==> src/rtl/fpsc_pkg.sv <==
package fpsc_pkg;

  localparam int CSR_W    = 32;
  localparam int EXC_W    = 5;
  localparam int RM_W     = 2;
  localparam int RM_LSB   = 0;
  localparam int FLAG_LSB = 2;
  localparam int EN_LSB   = FLAG_LSB + EXC_W;
  localparam int STKY_LSB = EN_LSB + EXC_W;
  localparam int DNRM_BIT = 18;
  localparam int VEC_W    = 12;

  localparam logic [CSR_W-1:0] WR_MASK  = 32'h0005_FFFF;
  localparam logic [RM_W-1:0]  RM_ZERO  = 2'b01;
  localparam logic [VEC_W-1:0] TRAP_VEC = 12'h120;

  typedef enum logic [1:0] {
    CMP_EQ = 2'd0,
    CMP_GT = 2'd1,
    CMP_LT = 2'd2,
    CMP_UN = 2'd3
  } cmp_res_e;

  function automatic logic [EXC_W-1:0] merge_sticky(input logic [EXC_W-1:0] sticky,
                                                    input logic [EXC_W-1:0] exc);
    merge_sticky = (exc != '0) ? (sticky | exc) : sticky;
  endfunction

  function automatic logic trap_hit_f(input logic [EXC_W-1:0] exc,
                                      input logic [EXC_W-1:0] sticky_new,
                                      input logic [EXC_W-1:0] enable);
    trap_hit_f = (exc != '0) && ((sticky_new & enable) != '0);
  endfunction

  function automatic logic t_eval(input logic kind, input logic [1:0] res);
    t_eval = kind ? (res == CMP_GT) : (res == CMP_EQ);
  endfunction

  function automatic logic [CSR_W-1:0] apply_wmask(input logic [CSR_W-1:0] data);
    apply_wmask = data & WR_MASK;
  endfunction

endpackage

==> src/rtl/fpsc_ctrl_decode.sv <==
module fpsc_ctrl_decode
  import fpsc_pkg::*;
#(
  parameter int RMW = RM_W
) (
  input  logic [RMW-1:0] rm_field,
  input  logic           dn_bit,
  output logic           rnd_to_zero,
  output logic           flush_en
);
  always_comb begin
    rnd_to_zero = (rm_field == RM_ZERO);
    flush_en    = dn_bit;
  end
endmodule

==> src/rtl/fpsc_event_unit.sv <==
module fpsc_event_unit
  import fpsc_pkg::*;
#(
  parameter int EW = EXC_W
) (
  input  logic          op_done,
  input  logic          op_is_cmp,
  input  logic          cmp_kind,
  input  logic [1:0]    cmp_res,
  input  logic          wr_en,
  input  logic [EW-1:0] op_exc,
  input  logic [EW-1:0] sticky_q,
  input  logic [EW-1:0] enable_q,
  output logic          op_takes,
  output logic          cmp_ordered,
  output logic [EW-1:0] flags_next,
  output logic [EW-1:0] sticky_next,
  output logic          trap_hit,
  output logic          t_next
);
  logic live;

  always_comb begin
    live        = op_done && !wr_en;
    cmp_ordered = live && op_is_cmp && (cmp_res != CMP_UN);
    op_takes    = live && !(op_is_cmp && (cmp_res != CMP_UN));
    flags_next  = op_exc;
    sticky_next = merge_sticky(sticky_q, op_exc);
    trap_hit    = op_takes && trap_hit_f(op_exc, sticky_next, enable_q);
    t_next      = t_eval(cmp_kind, cmp_res);
  end
endmodule

==> src/rtl/fpsc_trap_pulse.sv <==
module fpsc_trap_pulse
  import fpsc_pkg::*;
#(
  parameter int VW = VEC_W
) (
  input  logic          clk,
  input  logic          rst_n,
  input  logic          hit,
  output logic          trap_req,
  output logic [VW-1:0] trap_code
);
  always_ff @(posedge clk or negedge rst_n) begin
    if (!rst_n) begin
      trap_req  <= 1'b0;
      trap_code <= '0;
    end else begin
      trap_req  <= hit;
      trap_code <= hit ? TRAP_VEC : '0;
    end
  end
endmodule

==> src/rtl/fpu_status_ctrl.sv <==
module fpu_status_ctrl
  import fpsc_pkg::*;
(
  input  logic              clk,
  input  logic              rst_n,
  input  logic              op_done,
  input  logic [EXC_W-1:0]  op_exc,
  input  logic              op_is_cmp,
  input  logic              cmp_kind,
  input  logic [1:0]        cmp_res,
  input  logic              wr_en,
  input  logic [CSR_W-1:0]  wr_data,
  output logic [CSR_W-1:0]  csr_q,
  output logic              rnd_to_zero,
  output logic              flush_en,
  output logic              cmp_t,
  output logic              cmp_t_valid,
  output logic              trap_req,
  output logic [VEC_W-1:0]  trap_code
);
  logic             op_takes;
  logic             cmp_ordered;
  logic [EXC_W-1:0] flags_next;
  logic [EXC_W-1:0] sticky_next;
  logic             trap_hit;
  logic             t_next;
  logic [CSR_W-1:0] csr_from_op;

  fpsc_event_unit #(.EW(EXC_W)) evt_i (
    .op_done    (op_done),
    .op_is_cmp  (op_is_cmp),
    .cmp_kind   (cmp_kind),
    .cmp_res    (cmp_res),
    .wr_en      (wr_en),
    .op_exc     (op_exc),
    .sticky_q   (csr_q[STKY_LSB +: EXC_W]),
    .enable_q   (csr_q[EN_LSB +: EXC_W]),
    .op_takes   (op_takes),
    .cmp_ordered(cmp_ordered),
    .flags_next (flags_next),
    .sticky_next(sticky_next),
    .trap_hit   (trap_hit),
    .t_next     (t_next)
  );

  always_comb begin
    csr_from_op = csr_q;
    csr_from_op[FLAG_LSB +: EXC_W] = flags_next;
    csr_from_op[STKY_LSB +: EXC_W] = sticky_next;
  end

  always_ff @(posedge clk or negedge rst_n) begin
    if (!rst_n) begin
      csr_q       <= '0;
      cmp_t       <= 1'b0;
      cmp_t_valid <= 1'b0;
    end else begin
      cmp_t_valid <= cmp_ordered;
      if (cmp_ordered) cmp_t <= t_next;
      if (wr_en)         csr_q <= apply_wmask(wr_data);
      else if (op_takes) csr_q <= csr_from_op;
    end
  end

  fpsc_ctrl_decode #(.RMW(RM_W)) dec_i (
    .rm_field   (csr_q[RM_LSB +: RM_W]),
    .dn_bit     (csr_q[DNRM_BIT]),
    .rnd_to_zero(rnd_to_zero),
    .flush_en   (flush_en)
  );

  fpsc_trap_pulse #(.VW(VEC_W)) trp_i (
    .clk      (clk),
    .rst_n    (rst_n),
    .hit      (trap_hit),
    .trap_req (trap_req),
    .trap_code(trap_code)
  );

  assert_write_mask_R2: assert property (@(posedge clk) disable iff (!rst_n)
    wr_en |=> (csr_q == ($past(wr_data) & 32'h0005_FFFF)));

  assert_flag_load_R4: assert property (@(posedge clk) disable iff (!rst_n)
    op_takes |=> (csr_q[FLAG_LSB +: EXC_W] == $past(op_exc)));

  assert_sticky_keep_R5: assert property (@(posedge clk) disable iff (!rst_n)
    !wr_en |=> (($past(csr_q[STKY_LSB +: EXC_W]) & ~csr_q[STKY_LSB +: EXC_W]) == '0));

  assert_enable_keep_R5: assert property (@(posedge clk) disable iff (!rst_n)
    !wr_en |=> $stable(csr_q[EN_LSB +: EXC_W]));

  assert_trap_cause_R6: assert property (@(posedge clk) disable iff (!rst_n)
    trap_req |-> ($past(op_done) && !$past(wr_en) && ($past(op_exc) != '0)));

  assert_trap_code_R6: assert property (@(posedge clk) disable iff (!rst_n)
    trap_req |-> (trap_code == 12'h120));

  assert_cmp_keep_R7: assert property (@(posedge clk) disable iff (!rst_n)
    cmp_ordered |=> ($stable(csr_q) && cmp_t_valid && !trap_req));

  assert_write_wins_R9: assert property (@(posedge clk) disable iff (!rst_n)
    (wr_en && op_done) |=> (!trap_req && !cmp_t_valid));

  assert_hold_R10: assert property (@(posedge clk) disable iff (!rst_n)
    (!op_done && !wr_en) |=> ($stable(csr_q) && !trap_req));

endmodule

==> config.mk <==
export PLATFORM = sky130hd
export DESIGN_NAME = fpu_status_ctrl
export DESIGN_NICKNAME = d
export VERILOG_FILES = /design/src/rtl/fpsc_pkg.sv /design/src/rtl/fpsc_ctrl_decode.sv /design/src/rtl/fpsc_event_unit.sv /design/src/rtl/fpsc_trap_pulse.sv /design/src/rtl/fpu_status_ctrl.sv
export SDC_FILE = /design/constraint.sdc
export NUM_CORES = 1
export LEC_CHECK = 0
export ABC_AREA = 1
export ABC_CLOCK_PERIOD_IN_PS = 1100
export BUFFER_PORTS_ARGS = -buffer_cell sky130_fd_sc_hd__buf_4
export CAP_MARGIN = 20
export CORE_ASPECT_RATIO = 0.9
export CORE_MARGIN = 10
export CORE_UTILIZATION = 40
export CTS_BUF_LIST = sky130_fd_sc_hd__clkbuf_4
export DETAILED_ROUTE_END_ITERATION = 8
export PLACE_DENSITY = 0.81
export SETUP_SLACK_MARGIN = 0.02
export SYNTH_ARGS = -nofsm -noshare
export SYNTH_HDL_FRONTEND = slang
export SYNTH_SLANG_ARGS = --single-unit
==> constraint.sdc <==
create_clock -name clk -period 1.1 [get_ports clk]
set_input_delay 0.22 -clock clk [delete_from_list [all_inputs] [get_ports clk]]
set_output_delay 0.22 -clock clk [all_outputs]
set_load 0.01 [all_outputs]
==> results of run 1 <==
worst paths after layout:
check	start	endpoint	slack [ps]
hold / removal	wr_data[7]	csr_q[7]	110
setup / recovery	csr_q[1]	rnd_to_zero	-60
max in group asynchronous	rst_n	csr_q[18]	560
hold reg to reg	csr_q[2]	csr_q[2]	510
setup reg to reg	csr_q[14]	trp_i.trap_code[5]	90
min in group asynchronous	rst_n	csr_q[4]	320
synthesized netlist by cell type:
cell type / instances / area share [%]
conb_1: 1 / 0.31
buf_2: 3 / 1.3
o21ai_0: 11 / 4.6
buf_4: 27 / 17
o21ai_1: 1 / 0.42
a21boi_1: 6 / 3.8
nand4_1: 1 / 0.52
dfrtp_1: 21 / 44
inv_1: 3 / 0.94
nand2_1: 67 / 21
a21oi_4: 1 / 1.4
nor2_1: 4 / 1.3
nand2_2: 1 / 0.52
a21oi_1: 1 / 0.42
or2_2: 1 / 0.52
nor3_1: 1 / 0.42
nand3_1: 2 / 0.83
inv_2: 1 / 0.31
nor2_4: 1 / 0.94
power by group:
group          switching, mW  internal, mW  total (mW)
Clock                  0.233         0.166       0.399
Sequential            0.0669         0.851       0.918
Combinational          0.310         0.366       0.676
logic make-up (layout without fill, tap and decap cells):
| family | count (synthesis) | after routing |
|---|---|---|
| AND/OR/NAND/NOR | 78 | 78 |
| buffers and inverters | 34 | 81 |
| AO/OA/AOI/OAI | 20 | 20 |
| flip-flops | 21 | 21 |
| other | 1 | 24 |
stage by stage:
stage,hold WS (ps),area (µm²),std cells
final,107.7,1792,264
after global placement,115.5,1569,247
after detailed placement,120.2,1569,247
after global routing,106.9,1792,264
after floorplan,-75.59,1286,177
after CTS,96.04,1722,261
state kept, by name (all words and copies together) (netlist names):
register,cells
cmp_t,1
csr_q,18
cmp_t_valid,1
trp_i.trap_code,1
metal layers:
layer	up-vias	routed length, µm
li1	572	-
met1	514	1334
met2	48	1838
met3	2	428
met4	0	4
met5	-	0
worst reg2reg max path, stage by stage (launching register included):
cell and delay, ps:
dfrtp_1 410, buf_4 150, o21ai_2 110, nand3_1 90, nor2_1 110, nor2_1 50
final cells by class:
| class | count | share of cell area, % |
|---|---|---|
| Tap cell | 40 | 2.793 |
| Clock buffer | 4 | 1.676 |
| Inverter | 4 | 0.8380 |
| Sequential cell | 21 | 29.33 |
| Timing Repair Buffer | 73 | 35.34 |
| Multi-Input combinational cell | 122 | 30.03 |
what timing repair did:
action | in CTS | in global routing
setup buffers | 9 | 3
pin swaps | 1 | 2
resized for setup | 12 | 17
endpoints found under the setup margin | 19 | 26
hold endpoints to repair | 21 | 0
hold buffers | 1 | 0
==> results.sh, run 1 <==
export IMPL_power_leakage_nw=1.004
export IMPL_wl_per_cell_um=13.66
export IMPL_cts_tree="yes"
export IMPL_drv_cap=0
export IMPL_cts_root_buf="clkbuf_4"
export IMPL_postSynthCellCount=154
export IMPL_ys_ff_latch=21
export IMPL_final_min_clock_period_ps=1164
export IMPL_synth_compound_gate_area_share_pct=10.53
export IMPL_final_nets=270
export IMPL_pre_cts_ws_ps=20.85
export IMPL_layout_filler_cells=267
export IMPL_die_area_mm2=0.005593
export IMPL_ys_warn_count=0
export IMPL_slowest_delay_ps=420
export IMPL_mostFrequentLayoutCell="nand2_1"
export IMPL_arrival_ps=940
export IMPL_synthAdderAreaFrac_pct=0
export IMPL_drive_above_1_share_pct=37.95
export IMPL_grt_busiest_layer="met2"
export IMPL_met1_usage_pct=13.04
export IMPL_grt_pass1_wl_mm=5.589
export IMPL_routabilityCongestion=0.7954
export IMPL_drcViolationCount=0
export IMPL_synth_xor_area_share_pct=0
export IMPL_slowest_stage="dfrtp_1"
export IMPL_setup_viol=2
export IMPL_clock_fmax_mhz=859.1
export IMPL_core_mm2=0.002815
export IMPL_drv_slew=0
export IMPL_grtUsageTotal_pct=12.10
export IMPL_die_w_um=77.73
export IMPL_hp_class="in -> reg"
export IMPL_clockBufferDepth=2
export IMPL_initial_core_util_pct=42.62
export IMPL_totalPowerFinal_mw=1.992
export IMPL_finalHoldViolCount=0
export IMPL_area_sequential_um2=525.5
export IMPL_num_vias=1136
export IMPL_synthSimpleGateAreaFrac_pct=25.96
export IMPL_end_kind="output pin"
export IMPL_p_per_area_mw_per_mm2=1112
export IMPL_skew_ps=5.661
export IMPL_start_kind="flip-flop"
export IMPL_cp_required_ps=880
export IMPL_min_path_cells=3
export IMPL_num_rows=18
export IMPL_path_class="reg -> out"
export IMPL_numClockSinks=21
export IMPL_antenna_found_initial=0
export IMPL_critPathTopFamily="flip-flops"
export IMPL_synth_top_family_by_area="simple AND/OR/NAND/NOR gates"
export IMPL_numCtsBuffers=3
export IMPL_first_iter_violations=40
export IMPL_fin_util_pct=63.64
export IMPL_violations="setup timing"
export IMPL_io_pin_count=94
export IMPL_grt_pass1_vias=1159
export IMPL_clkTransAtPathRegs_ps=120
export IMPL_final_period_utilization_pct=105.8
export IMPL_antenna_left=0
export IMPL_routed_wl_mm=3.605
export IMPL_yosysSeqAreaShare_pct=43.80
export IMPL_global_route_usage_met3_pct=7.020
export IMPL_crit_buf_inv=1
export IMPL_dp_hpwl_mm=2.789
export IMPL_setup_tns_ps=-64.30
export IMPL_syn2layout_area_growth_pct=49.32
export IMPL_reg2regPathDepth=5
export IMPL_muxShareOfSynthArea_pct=0
export IMPL_clkLatencyLatePin_ps=300
export IMPL_gr_total_overflow=0
export IMPL_worst_path_stages=2
export IMPL_path_cells="nor2_2, buf_4"
export IMPL_yosysUniqueCellTypes=19
export IMPL_portBuffers=55
export IMPL_layout_common_cells="nand2_1 (67), buf_4 (50), conb_1 (24)"
export IMPL_rsz0062_at_grt="true"
export IMPL_die_height_um=71.96
export IMPL_multiInputGateArea_um2=538.0
export IMPL_avgSynthCellArea_um2=7.792
export IMPL_status="complete, but fails checks"
export IMPL_syn_area_mm2=0.001200
export IMPL_grt_met2_usage_pct=20.88
export IMPL_grt_max_degree=22
export IMPL_max_vdd_ir_drop_uv=821.4
export IMPL_viasPerCell=4.303
export IMPL_fin_ws_ps=-63.96
export IMPL_antenna_cells=0
export IMPL_htreeDepth=1
export IMPL_first_pass_iters=4
export IMPL_cp_max_fo=3
Power figures use the tool's default switching activity.
==> run 2: changes to the inputs <==
--- a/config.mk
+++ b/config.mk
@@ -6,16 +6,19 @@
 export NUM_CORES = 1
 export LEC_CHECK = 0
 export ABC_AREA = 1
-export ABC_CLOCK_PERIOD_IN_PS = 1100
+export ABC_CLOCK_PERIOD_IN_PS = 1000
 export BUFFER_PORTS_ARGS = -buffer_cell sky130_fd_sc_hd__buf_4
 export CAP_MARGIN = 20
+export CELL_PAD_IN_SITES_DETAIL_PLACEMENT = 0
+export CELL_PAD_IN_SITES_GLOBAL_PLACEMENT = 1
 export CORE_ASPECT_RATIO = 0.9
 export CORE_MARGIN = 10
-export CORE_UTILIZATION = 40
+export CORE_UTILIZATION = 25
 export CTS_BUF_LIST = sky130_fd_sc_hd__clkbuf_4
 export DETAILED_ROUTE_END_ITERATION = 8
-export PLACE_DENSITY = 0.81
+export PLACE_DENSITY_LB_ADDON = 0.1
 export SETUP_SLACK_MARGIN = 0.02
 export SYNTH_ARGS = -nofsm -noshare
 export SYNTH_HDL_FRONTEND = slang
+export SYNTH_HIERARCHICAL = 1
 export SYNTH_SLANG_ARGS = --single-unit
==> constraint.sdc (replaced) <==
create_clock -name clk -period 1 [get_ports clk]
set_input_delay 0.2 -clock clk [delete_from_list [all_inputs] [get_ports clk]]
set_output_delay 0.2 -clock clk [all_outputs]
set_load 0.01 [all_outputs]
==> run 2 against run 1 <==
  * The flow still finishes with violations (setup timing)
  * Worst hold slack lost 15 ps
  * Register-to-register slack lost 180 ps
  * Core utilization shrank 24 points
  * Via count grew 1.2%
  * Clock skew grew 6.7 ps
  * Power grew 13%
  * Critical path depth is the same
  * Final cell count grew 11%
  * Die area grew 48%
  * Critical endpoint is now csr_q[0]
  * Highest routed layer unchanged
==> results.sh, run 2 <==
export IMPL_htreeDepth=1
export IMPL_critPathLaunch="csr_q[0]"
export IMPL_path_class="reg -> out"
export IMPL_drcViolationCount=0
export IMPL_yosysSeqAreaShare_pct=41.83
export IMPL_syn2layout_area_growth_pct=53.98
export IMPL_crit_reg2reg_capture="trp_i/trap_code[5]"
export IMPL_async_reset_ff_share_pct=100.0
export IMPL_antenna_found_initial=0
export IMPL_r2r_setup_slack_ps=-90
export IMPL_final_cell_area_mm2=0.001934
export IMPL_placed_area_mm2=0.001670
export IMPL_first_pass_iters=4
export IMPL_clock_fmax_mhz=857.6
export IMPL_path_cells="buf_4, buf_6"
export IMPL_p_per_area_mw_per_mm2=1161
export IMPL_io_pin_count=94
export IMPL_yosysUniqueCellTypes=21
export IMPL_dominantRegCellSynth="dfrtp_1"
export IMPL_die_w_um=94.72
export IMPL_yosysTopAreaCell="dfrtp_1"
export IMPL_gr_total_overflow=0
export IMPL_wl_per_cell_um=13.22
export IMPL_cts_tree="yes"
export IMPL_postSynthCellCount=157
export IMPL_drv_cap=0
export IMPL_finalHoldViolCount=0
export IMPL_synth_edf_count=0
export IMPL_cp_required_ps=800
export IMPL_num_rows=24
export IMPL_clkLatencyLatePin_ps=310
export IMPL_cts_root_buf="clkbuf_4"
export IMPL_layout_common_cells="nand2_1 (51), buf_4 (47), buf_6 (29)"
export IMPL_clkTransAtPathRegs_ps=110
export IMPL_avgSynthCellArea_um2=8.001
export IMPL_power_frac_clock_pct=20.1
export IMPL_pre_cts_ws_ps=-128.2
export IMPL_drive_above_1_share_pct=41.85
export IMPL_yosysMostFrequentCell="nand2_1"
export IMPL_hp_class="in -> reg"
export IMPL_first_iter_violations=50
export IMPL_combPwrFrac_pct=35.6
export IMPL_clockBufferDepth=2
export IMPL_die_area_mm2=0.008264
export IMPL_end_kind="output pin"
export IMPL_p_int_mw=1.569
export IMPL_hold_slack_ps=93.10
export IMPL_grt_pass1_vias=1278
export IMPL_final_min_clock_period_ps=1166
export IMPL_cp_max_fo=3
export IMPL_initial_core_util_pct=25.82
export IMPL_antenna_cells=0
export IMPL_fin_ws_ps=-166.1
export IMPL_skew_ps=12.41
export IMPL_yosys_top_cells_count="nand2_1 (51), buf_4 (33), dfrtp_1 (21)"
export IMPL_fin_util_pct=39.76
export IMPL_min_path_cells=3
export IMPL_mostFrequentLayoutCell="nand2_1"
export IMPL_grt_pass1_wl_mm=6.092
export IMPL_grtUsageTotal_pct=9.231
export IMPL_num_vias=1150
export IMPL_final_period_utilization_pct=116.6
export IMPL_ys_warn_count=6
export IMPL_status="complete, but fails checks"
export IMPL_pwr_share_seq_pct=44.3
export IMPL_routabilityCongestion=0.6590
export IMPL_die_height_um=87.25
export IMPL_hold_start="wr_data[9]"
export IMPL_slowest_delay_ps=420
export IMPL_setup_viol=27
export IMPL_placed_cells=273
export IMPL_layout_filler_cells=533
export IMPL_hold_end="csr_q[9]"
export IMPL_ys_ff_latch=21
export IMPL_numClockSinks=21
export IMPL_arrival_ps=970
export IMPL_power_leakage_nw=1.032
export IMPL_yosysTopAreaCellShare_pct=41.83
export IMPL_routed_wl_mm=3.861
export IMPL_fin_cells=292
export IMPL_synthTopCellsByArea="dfrtp_1 (42%), buf_4 (20%), nand2_1 (15%)"
export IMPL_rsz0062_at_grt="true"
export IMPL_numCtsBuffers=3
export IMPL_antenna_left=0
export IMPL_grt_max_degree=22
export IMPL_p_sw_mw=0.6768
export IMPL_area_sequential_um2=525.5
export IMPL_core_mm2=0.004865
export IMPL_slowest_stage="dfrtp_1"
export IMPL_multiInputGateArea_um2=529.3
export IMPL_violations="setup timing"
export IMPL_final_nets=273
export IMPL_reg2regPathDepth=6
export IMPL_drv_slew=0
export IMPL_portBuffers=55
export IMPL_max_vdd_ir_drop_uv=376.1
export IMPL_start_kind="flip-flop"
export IMPL_syn_area_mm2=0.001256
export IMPL_r2r_start="csr_q[13]"
export IMPL_viasPerCell=3.938
export IMPL_switching_share_pct=30.13
export IMPL_largest_reg_flops=18
export IMPL_largest_register="csr_q"
export IMPL_dp_hpwl_mm=3.102
==> run 2: cell types whose count changed after synthesis, moves of 2 or more <==
cell and delta:
a21boi_1 -6, nand3_1 +18, or2_4 +2, o21ai_0 -7, buf_4 +6, nand2_1 -16, buf_2 -2, buf_6 +2
or2_1 +3
==> run 2: kinds of logic (layout without fill, tap and decap cells) <==
kind of cell           after synthesis  count (layout)  synth area share [%]
buffers and inverters               41              89                 23.41
and+or+nand+nor                     86              86                 30.88
DFF                                 21              21                 41.83
other                                2              24                0.5978
AOI/OAI and AO/OA                    7               7                 3.287
==> run 2: cell type report <==
class	instances	area share [%]
Timing Repair Buffer	80	38.75
Multi-Input combinational cell	117	27.36
Sequential cell	21	27.17
Tap cell	65	4.204
Clock buffer	4	1.552
Inverter	5	0.9702
==> run 2: worst max-delay path by stage <==
stage / to / slack [ps] / depth (start not counted)
floorplan: trp_i/trap_code[5] / 30 / 5
global placement: csr_q[14] / -110 / 7
detailed placement: csr_q[14] / -130 / 7
CTS: rnd_to_zero / -170 / 2
global route: rnd_to_zero / -220 / 3
finish: csr_q[0] / -170 / 2
==> run 2: power groups by stage <==
| stage | sequential (mW) | clock, mW | combinational (mW) |
|---|---|---|---|
| final | 0.995 | 0.451 | 0.799 |
| after global routing | 1.01 | 0.503 | 0.876 |
| after CTS | 0.996 | 0.478 | 0.784 |
| after detailed placement | 1.01 | 0 | 0.639 |
| after global placement | 1.00 | 0 | 0.631 |
| after floorplan | 1.04 | 0 | 0.315 |
==> run 2: metrics by stage <==
stage | power, mW | setup TNS (ps)
2_1_floorplan | 1.358 | 0
3_3_place_gp | 1.634 | -1075
3_5_place_dp | 1.646 | -1171
4_1_cts | 2.259 | -2506
5_1_grt | 2.387 | -3278
6_report | 2.246 | -2062
==> run 2: per-layer routing <==
| layer | vias up | track usage (%) | wire [µm] |
|---|---|---|---|
| met4 | 0 | 4.076 | 36 |
| met5 | - | 0 | 0 |
| met1 | 520 | 9.955 | 1530 |
| met2 | 50 | 16.27 | 1948 |
| li1 | 578 | - | - |
| met3 | 2 | 2.759 | 345 |
==> run 2: what timing repair did <==
item,4_1_cts,5_1_grt
hold buffers,1,0
buffers inserted,10,4
gates resized for setup,30,3
pin swaps,7,3
hold endpoints to repair,21,0
setup endpoints to repair,27,29
==> run 2: worst max-delay path, delay by kind of cell, from the launching register on <==
kind | cells | cell delay (ps)
DFF | 1 | 420
buffers and inverters | 2 | 250
==> run 3: changes to the inputs <==
--- a/config.mk
+++ b/config.mk
@@ -7,12 +7,12 @@
 export LEC_CHECK = 0
 export ABC_AREA = 1
 export ABC_CLOCK_PERIOD_IN_PS = 1000
-export BUFFER_PORTS_ARGS = -buffer_cell sky130_fd_sc_hd__buf_4
+export BUFFER_PORTS_ARGS = -buffer_cell sky130_fd_sc_hd__buf_2
 export CAP_MARGIN = 20
 export CELL_PAD_IN_SITES_DETAIL_PLACEMENT = 0
 export CELL_PAD_IN_SITES_GLOBAL_PLACEMENT = 1
 export CORE_ASPECT_RATIO = 0.9
-export CORE_MARGIN = 10
+export CORE_MARGIN = 2
 export CORE_UTILIZATION = 25
 export CTS_BUF_LIST = sky130_fd_sc_hd__clkbuf_4
 export DETAILED_ROUTE_END_ITERATION = 8
==> run 3 against run 2 <==
  * The flow still finishes with violations (setup timing)
  * Flip-flop and latch count unchanged
  * Maximum frequency about the same
  * Register-to-register slack about the same
  * Global-route usage up 3.2 points
  * Worst setup slack worse by 0.51 ps
  * Clock skew down 10 ps
  * Count of clock-buffer cells in the layout unchanged
  * Die area down 32%
==> results.sh, run 3 (synthesis gave the netlist of run 2 again) <==
export IMPL_clock_fmax_mhz=857.2
export IMPL_grt_max_degree=22
export IMPL_drv_cap=0
export IMPL_final_nets=270
export IMPL_antenna_found_initial=0
export IMPL_final_min_clock_period_ps=1167
export IMPL_htreeDepth=1
export IMPL_num_vias=1141
export IMPL_die_area_mm2=0.005609
export IMPL_drive_above_1_share_pct=43.75
export IMPL_viasPerCell=3.948
export IMPL_numClockSinks=21
export IMPL_fin_util_pct=35.35
export IMPL_first_pass_iters=4
export IMPL_path_class="reg -> out"
export IMPL_rsz0062_at_grt="true"
export IMPL_dp_hpwl_mm=2.369
export IMPL_core_mm2=0.004835
export IMPL_gr_total_overflow=0
export IMPL_min_path_cells=3
export IMPL_end_kind="output pin"
export IMPL_clkTransAtPathRegs_ps=130
export IMPL_die_w_um=78.72
export IMPL_grt_pass1_wl_mm=5.464
export IMPL_die_height_um=71.25
export IMPL_setup_viol=26
export IMPL_drcViolationCount=0
export IMPL_initial_core_util_pct=25.98
export IMPL_cp_max_fo=3
export IMPL_mostFrequentLayoutCell="buf_2"
export IMPL_arrival_ps=970
export IMPL_clockBufferDepth=2
export IMPL_relSlewSlack_pct=65.91
export IMPL_reg2regPathDepth=6
export IMPL_largest_reg_flops=18
export IMPL_final_period_utilization_pct=116.7
export IMPL_violations="setup timing"
export IMPL_fin_ws_ps=-166.6
export IMPL_portBuffers=55
export IMPL_layout_filler_cells=523
export IMPL_hp_class="in -> reg"
export IMPL_finalHoldViolCount=0
export IMPL_antenna_cells=0
export IMPL_routabilityCongestion=0.7172
export IMPL_wl_per_cell_um=11.41
export IMPL_routed_wl_mm=3.298
export IMPL_drv_slew=0
export IMPL_grtUsageTotal_pct=12.45
export IMPL_max_vdd_ir_drop_uv=357.1
export IMPL_worst_pin_slew_ps=511.4
export IMPL_start_kind="flip-flop"
export IMPL_io_pin_count=94
export IMPL_status="complete, but fails checks"
export IMPL_largest_register="csr_q"
export IMPL_hold_slack_ps=74.46
export IMPL_num_rows=24
export IMPL_cts_tree="yes"
export IMPL_power_leakage_nw=0.9586
export IMPL_cts_root_buf="clkbuf_4"
export IMPL_cp_required_ps=800
export IMPL_skew_ps=1.920
export IMPL_numCtsBuffers=3
export IMPL_syn2layout_area_growth_pct=36.06
export IMPL_layout_common_cells="buf_2 (52), nand2_1 (50), conb_1 (24)"
export IMPL_clkLatencyLatePin_ps=310
export IMPL_first_iter_violations=49
export IMPL_p_per_area_mw_per_mm2=1229
export IMPL_antenna_left=0
export IMPL_grt_pass1_vias=1128
## run 3: cell count changes in the layout (fill, tap and decap cells not counted), sizes merged
cell / change
buf: -3
## run 3: metal layers
layer | up-vias | track usage, % | share of wire (%)
met5 | - | 0 | 0
li1 | 575 | - | -
met4 | 0 | 5.263 | 1.8
met3 | 5 | 1.385 | 4.4
met2 | 41 | 21.46 | 49
met1 | 520 | 15.90 | 45
## run 3: final cells by class
class,instances,area (µm²),area share (%)
multi-input combinational,117,556.8,32.58
clock buffer,4,30.03,1.757
inverter,5,18.77,1.098
sequential,21,525.5,30.75
timing repair buffer,77,496.7,29.06
tap,65,81.33,4.758
## run 3: worst paths after layout
kind / startpoint / endpoint / slack, ps
max: csr_q[16] / csr_q[16] / -170
min: wr_data[11] / csr_q[11] / 70
min reg2reg: csr_q[5] / csr_q[5] / 490
min in group asynchronous: rst_n / csr_q[6] / 370
max in group asynchronous: rst_n / csr_q[14] / 280
max reg2reg: csr_q[13] / trp_i/trap_code[5] / -90
## run 3: what timing repair did
action,CTS,global route
cloned,0,0
pin swaps,3,3
hold buffers,1,0
resized for setup,7,12
setup endpoints to repair,25,30
setup buffers,9,3
hold endpoints to repair,21,0
## run 3: stage by stage
step           setup slack (ps)  std cells  area [µm²]  TNS, ps  total power [mW]
6_report                 -166.6        289        1709    -1951             2.100
3_3_place_gp             -101.7        272        1500   -949.2             1.519
3_5_place_dp             -120.4        272        1500    -1053             1.526
2_1_floorplan             27.65        179        1339        0             1.358
5_1_grt                  -250.8        289        1709    -3301             2.246
4_1_cts                  -180.9        286        1643    -2368             2.094
## run 3: where the power goes
part | total [mW] | internal [mW] | switching, mW
logic | 0.647 | 0.313 | 0.334
registers | 0.981 | 0.931 | 0.0494
clock network | 0.472 | 0.183 | 0.289
total | 2.10 | 1.43 | 0.672
## run 3: critical path: stages, from the launching register on
cell and delay [ps]:
dfrtp_1 420, buf_6 120, buf_6 110
